[config.mk]
export PLATFORM = sky130hd
export DESIGN_NAME = irq_agg_top
export DESIGN_NICKNAME = d
export VERILOG_FILES = /design/src/rtl/irq_agg_pkg.sv /design/src/rtl/irq_src_bank.sv /design/src/rtl/irq_mask_reg.sv /design/src/rtl/irq_reg_if.sv /design/src/rtl/irq_agg_top.sv
export SDC_FILE = /design/constraint.sdc
export NUM_CORES = 1
export LEC_CHECK = 0
export CAP_MARGIN = 40
export CORE_MARGIN = 4
export CORE_UTILIZATION = 45
export DETAILED_ROUTE_END_ITERATION = 8
export DONT_BUFFER_PORTS = 1
export MAX_ROUTING_LAYER = met4
export PLACE_DENSITY_LB_ADDON = 0.08
export SYNTH_ARGS = -nofsm -noshare
export SYNTH_HDL_FRONTEND = slang
export SYNTH_SLANG_ARGS = --single-unit
export TNS_END_PERCENT = 30
[constraint.sdc]
create_clock -name clk_i -period 1.35 [get_ports clk_i]
set_input_delay 0.0675 -clock clk_i [delete_from_list [all_inputs] [get_ports clk_i]]
set_output_delay 0.0675 -clock clk_i [all_outputs]
set_load 0.1 [all_outputs]
[src/rtl/irq_agg_pkg.sv]
package irq_agg_pkg;
  typedef enum int unsigned {
    SRC_FLASH = 0,
    SRC_I2C0  = 1,
    SRC_I2C1  = 2,
    SRC_DMA0  = 3,
    SRC_DMA1  = 4,
    SRC_CI    = 5
  } src_idx_e;

  localparam int unsigned SRC_COUNT = 6;

  localparam logic [15:0] OFS_GSTAT = 16'h0040;
  localparam logic [15:0] OFS_GEN   = 16'h0050;
  localparam logic [15:0] OFS_PEND  = 16'h0060;
  localparam logic [15:0] OFS_MASK  = 16'h0064;
  localparam logic [15:0] OFS_MSET  = 16'h0068;
  localparam logic [15:0] OFS_MCLR  = 16'h006C;

  typedef struct packed {
    logic gen;
    logic mset;
    logic mclr;
  } wr_strb_t;
endpackage

[src/rtl/irq_src_bank.sv]
module irq_src_bank #(
  parameter int unsigned NUM_SRC = 6
) (
  input  logic               clk_i,
  input  logic               rst_ni,
  input  logic [NUM_SRC-1:0] set_i,
  input  logic [NUM_SRC-1:0] clr_i,
  output logic [NUM_SRC-1:0] pend_o
);
  for (genvar g = 0; g < NUM_SRC; g++) begin : g_src
    always_ff @(posedge clk_i or negedge rst_ni) begin
      if (!rst_ni)       pend_o[g] <= 1'b0;
      else if (set_i[g]) pend_o[g] <= 1'b1;  // set dominates
      else if (clr_i[g]) pend_o[g] <= 1'b0;
    end
  end
endmodule

[src/rtl/irq_mask_reg.sv]
module irq_mask_reg #(
  parameter int unsigned NUM_SRC = 6
) (
  input  logic               clk_i,
  input  logic               rst_ni,
  input  logic               set_we_i,
  input  logic               clr_we_i,
  input  logic [NUM_SRC-1:0] bits_i,
  output logic [NUM_SRC-1:0] mask_o
);
  logic [NUM_SRC-1:0] set_bits, clr_bits;

  assign set_bits = set_we_i ? bits_i : '0;
  assign clr_bits = clr_we_i ? bits_i : '0;

  always_ff @(posedge clk_i or negedge rst_ni) begin
    if (!rst_ni) mask_o <= '0;
    else         mask_o <= (mask_o | set_bits) & ~clr_bits;
  end
endmodule

[src/rtl/irq_reg_if.sv]
module irq_reg_if
  import irq_agg_pkg::*;
#(
  parameter int unsigned NUM_SRC = 6,
  parameter int unsigned ADDR_W  = 16,
  parameter int unsigned DATA_W  = 32,
  parameter int unsigned FLAG_B  = 7
) (
  input  logic               we_i,
  input  logic [ADDR_W-1:0]  addr_i,
  input  logic [DATA_W-1:0]  wdata_i,
  input  logic [NUM_SRC-1:0] pend_i,
  input  logic [NUM_SRC-1:0] mask_i,
  input  logic               gen_i,
  input  logic               hit_i,
  output wr_strb_t           strb_o,
  output logic [NUM_SRC-1:0] src_bits_o,
  output logic               gen_bit_o,
  output logic [DATA_W-1:0]  rdata_o
);
  localparam int unsigned PAD_W = DATA_W - NUM_SRC;
  localparam logic [DATA_W-1:0] FLAG = DATA_W'(1) << FLAG_B;

  logic unused_wdata;
  assign unused_wdata = ^wdata_i;

  assign src_bits_o = wdata_i[NUM_SRC-1:0];
  assign gen_bit_o  = wdata_i[FLAG_B];

  always_comb begin
    strb_o      = '0;
    strb_o.gen  = we_i && (addr_i == ADDR_W'(OFS_GEN));
    strb_o.mset = we_i && (addr_i == ADDR_W'(OFS_MSET));
    strb_o.mclr = we_i && (addr_i == ADDR_W'(OFS_MCLR));
  end

  always_comb begin
    rdata_o = '0;
    case (addr_i)
      ADDR_W'(OFS_GSTAT): rdata_o = hit_i ? FLAG : '0;
      ADDR_W'(OFS_GEN):   rdata_o = gen_i ? FLAG : '0;
      ADDR_W'(OFS_PEND):  rdata_o = {{PAD_W{1'b0}}, pend_i};
      ADDR_W'(OFS_MASK):  rdata_o = {{PAD_W{1'b0}}, mask_i};
      default:            rdata_o = '0;
    endcase
  end
endmodule

[src/rtl/irq_agg_top.sv]
module irq_agg_top
  import irq_agg_pkg::*;
#(
  parameter int unsigned NUM_SRC = SRC_COUNT,
  parameter int unsigned ADDR_W  = 16,
  parameter int unsigned DATA_W  = 32,
  parameter int unsigned FLAG_B  = 7
) (
  input  logic               clk_i,
  input  logic               rst_ni,
  input  logic [NUM_SRC-1:0] src_set_i,
  input  logic [NUM_SRC-1:0] src_clr_i,
  input  logic               reg_we_i,
  input  logic [ADDR_W-1:0]  reg_addr_i,
  input  logic [DATA_W-1:0]  reg_wdata_i,
  output logic [DATA_W-1:0]  reg_rdata_o,
  output logic               irq_o
);
  logic [NUM_SRC-1:0] stat_q, mask_q, src_bits;
  logic               en_q, gen_bit, hit;
  wr_strb_t           strb;

  irq_src_bank #(.NUM_SRC(NUM_SRC)) u_bank (
    .clk_i (clk_i),
    .rst_ni(rst_ni),
    .set_i (src_set_i),
    .clr_i (src_clr_i),
    .pend_o(stat_q)
  );

  irq_mask_reg #(.NUM_SRC(NUM_SRC)) u_mask (
    .clk_i   (clk_i),
    .rst_ni  (rst_ni),
    .set_we_i(strb.mset),
    .clr_we_i(strb.mclr),
    .bits_i  (src_bits),
    .mask_o  (mask_q)
  );

  irq_reg_if #(
    .NUM_SRC(NUM_SRC), .ADDR_W(ADDR_W), .DATA_W(DATA_W), .FLAG_B(FLAG_B)
  ) u_regs (
    .we_i      (reg_we_i),
    .addr_i    (reg_addr_i),
    .wdata_i   (reg_wdata_i),
    .pend_i    (stat_q),
    .mask_i    (mask_q),
    .gen_i     (en_q),
    .hit_i     (hit),
    .strb_o    (strb),
    .src_bits_o(src_bits),
    .gen_bit_o (gen_bit),
    .rdata_o   (reg_rdata_o)
  );

  always_ff @(posedge clk_i or negedge rst_ni) begin
    if (!rst_ni)       en_q <= 1'b0;
    else if (strb.gen) en_q <= gen_bit;
  end

  assign hit   = |(stat_q & mask_q);
  assign irq_o = en_q & hit;
endmodule

==> results by group <==
Status
  • Status: finished, violations left
  • Failing checks: setup timing

Flow run
  • Max-capacitance violation count: 0

Cells and area
  • Area Growth Syn to Fin: 39.40%
  • Finished Core Util: 68.50%
  • Nets: 199
  • Fraction of layout cells with a size suffix above 1: 25.19%
  • ANT cells: 0

Synthesis
  • Syn Area/Cell: 9.838 µm²
  • Top cells by area, synth: dfrtp_1 32%, buf_4 19%, mux2i_1 12%, a21o_1 4.5%, nor4_4 4.2%
  • Synth Instances: 102
  • Netlist cell types: 25
  • Number of synthesis warnings: 0
  • Register area share after synthesis: 32.42%
  • #FFs+latches synth: 13
  • Post-synth top area share: 32.42%
  • Largest area contributor in the netlist: dfrtp_1
  • Synth Cell Area: 1003 µm²
  • EDFF count, synth: 0
  • Ys flop type: dfrtp_1
  • Asr flop ratio synth: 100.0%

Routing
  • Routed wire length: 2209 µm
  • Post-route DRC: 0
  • M1 wire length: 792 µm
  • 1st-pass router iterations: 4
  • Highest metal used: met4
  • Vias per Instance: 4.667
  • ANT nets after route: 0
  • DRT iter0 DRCs: 4
  • DR WL met3: 196 µm
  • WL/cell: 13.64 µm
  • Via count of the routed design: 756
  • DR WL met2: 1204 µm

Worst setup path
  • WP buf/inv: 1
  • Critical path peak fanout: 3
  • Critical path type: register to primary output
  • Arr. time, crit path: 1.43 ns
  • Slowest CP cell: dfrtp_1
  • Required @ worst endpoint: 1.28 ns
  • Critical Path End Type: primary output
  • CP delay by family, top: flip-flops
  • Slowest stage delay, CP: 0.41 ns
  • Critical-path cell list: a22oi_2 -> nand3_2 -> mux2i_2 -> nor2_4 -> buf_12
  • CP Launch Type: register

Floorplanning
  • Core area: 2042 µm²
  • Die ar.: 3049 µm²
  • Initial Util: 49.14%
  • I/O pin total: 96
  • Std-Cell Rows: 16
  • Width of the die: 55.22 µm
  • Die height: 55.22 µm

Power
  • PD cells: 768.7 nW/µm²
  • VDD IR-drop max: 0.6806 mV
  • Clk pwr share: 22.3%
  • Switching Fraction: 44.62%
  • Share of total power in combinational logic: 39.3%
  • Total Power: 1.075 mW
  • Sequential power share: 38.4%
  • Static Leak: 0.6832 nW
  • Internal power: 0.5955 mW
  • NetSw: 0.4797 mW

CTS
  • Clk buf depth: 2
  • Clk_lat worst skew: 0.27 ns
  • Root Buffer: clkbuf_4
  • CTS H-tree lvls: 1
  • CTS Buf Count: 3
  • Clk sink count: 13
  • CTS tree: done
  • Reg clk slew, reported paths: 0.07 ns

STA
  • Unrepaired setup endpoints after global routing: true
  • Final hold violations: 0
  • Fin crit share: 111.1%
  • Worst slew pin tran: 0.5635 ns
  • Relative slew slack: 62.31%
  • Slew Viols, Final: 0
  • Final setup TNS: -1.063 ns
  • Final worst slack: -0.1503 ns
  • Final Skew: 0 ns
  • # setup viols final: 8
  • Max frequency: 0.6665 GHz
  • Shortest period the worst path allows: 1.500 ns

Global routing
  • First-pass GRT wire length: 3408 µm
  • Vias in the first global route: 734
  • GRT overflow: 0
  • Global Route Usage Sum: 14.34%
  • Largest net degree at the start of global routing: 14
  • Initial antenna violation count: 0

Placement
  • Gp weighted congestion: 0.7350
  • Post-DP HPWL: 1574 µm
  • Port Buffers: 0

Min path
  • HP Class: input pin to register
-- power groups by stage --
stage          logic [mW]  registers [mW]  clock network (mW)
2_1_floorplan       0.406           0.416                   0
3_3_place_gp        0.345           0.419                   0
3_5_place_dp        0.346           0.419                   0
4_1_cts             0.417           0.412               0.250
5_1_grt             0.436           0.414               0.271
6_report            0.422           0.413               0.240
-- flip-flops by register name (all words and copies together) (netlist names) --
| name | cells |
|---|---|
| en_q | 1 |
| u_bank.pend_o | 6 |
| u_mask.mask_o | 6 |
-- placed cells by master, fill, tap and decap left out, drive strengths merged --
| cell | netlist | layout |
|---|---|---|
| a21o | 6 | 6 |
| nor4 | 2 | 2 |
| nor2 | 8 | 8 |
| or4b | 1 | 1 |
| dlygate4sd3 | 0 | 20 |
| conb | 1 | 25 |
| and4b | 1 | 1 |
| buf | 27 | 12 |
| clkbuf | 1 | 4 |
| a22oi | 3 | 3 |
| mux2i | 12 | 12 |
| and2 | 1 | 1 |
| nor4b | 1 | 1 |
| nand2 | 6 | 6 |
| a31oi | 1 | 1 |
| mux2 | 1 | 1 |
| dlymetal6s4s | 0 | 1 |
| inv | 11 | 11 |
| dfrtp | 13 | 13 |
| nand3 | 2 | 2 |
| a21oi | 1 | 1 |
| or4 | 2 | 2 |
| and4 | 1 | 1 |
-- tightest hold or removal path, stage by stage --
cell	delay (ns)
inv_1	0.03
a21o_1	0.10
dlymetal6s4s_1	0.18
-- Yosys cell counts (2+ instances only) --
library cell	count
a21o_1	6
a22oi_1	3
buf_4	25
buf_6	2
dfrtp_1	13
inv_1	11
mux2i_1	12
nand2_1	6
nor2_1	2
nor2_2	5
nor4_4	2
or4_1	2
-- per-stage QoR --
| stage | worst slack [ns] | hold slack, ns | std cells | instance area (µm²) |
|---|---|---|---|---|
| after CTS | -0.1662 | 0.1643 | 161 | 1389 |
| after global routing | -0.2365 | 0.1392 | 162 | 1399 |
| after detailed placement | -0.1499 | -0.2277 | 134 | 1114 |
| after global placement | -0.1255 | -0.2277 | 134 | 1114 |
| after floorplan | -0.2918 | -0.2281 | 126 | 1126 |
| final | -0.1503 | 0.1384 | 162 | 1399 |
-- area by class of cell --
| class | count | area [µm²] |
|---|---|---|
| Clock buffer | 4 | 26.28 |
| Sequential cell | 13 | 325.3 |
| Multi-Input combinational cell | 74 | 569.3 |
| Fill cell | 162 | 643.1 |
| Timing Repair Buffer | 33 | 402.9 |
| Inverter | 11 | 41.29 |
| Tap cell | 27 | 33.78 |
-- worst paths after layout --
kind	start	endpoint	slack, ns	cells after the start
worst min register to register	en_q	en_q	0.56	1
worst min-delay path	src_clr_i[3]	u_bank.pend_o[3]	0.14	3
worst max register to register	u_bank.pend_o[1]	u_bank.pend_o[1]	0.02	3
min in group asynchronous	rst_ni	u_mask.mask_o[2]	0.22	1
max in group asynchronous	rst_ni	u_bank.pend_o[3]	0.76	1
worst max-delay path	u_bank.pend_o[3]	reg_rdata_o[7]	-0.15	5
-- per-layer routing --
metal  global-route usage [%]  vias up
met4                    5.208        0
met3                    3.497        2
met2                    25.00       44
li1                         -      359
met1                    15.75      351
met5                        -        -
-- cell families (layout without fill, tap and decap cells) --
kind of cell | after synthesis | after routing | share of synthesized area, %
DFF | 13 | 13 | 32.42
AOI/OAI and AO/OA | 11 | 11 | 7.855
and+or+nand+nor | 25 | 25 | 20.82
buffers and inverters | 39 | 48 | 25.44
muxes | 13 | 13 | 13.09
other | 1 | 25 | 0.3737
-- repair_timing --
| item | in CTS | in global routing |
|---|---|---|
| hold endpoints to repair | 26 | 0 |
| hold buffers | 21 | 0 |
| pin swaps | 1 | 1 |
| resized for setup | 5 | 1 |
| setup endpoints to repair | 8 | 8 |
| setup buffers | 2 | 1 |
(Power assumes the default switching activity.)
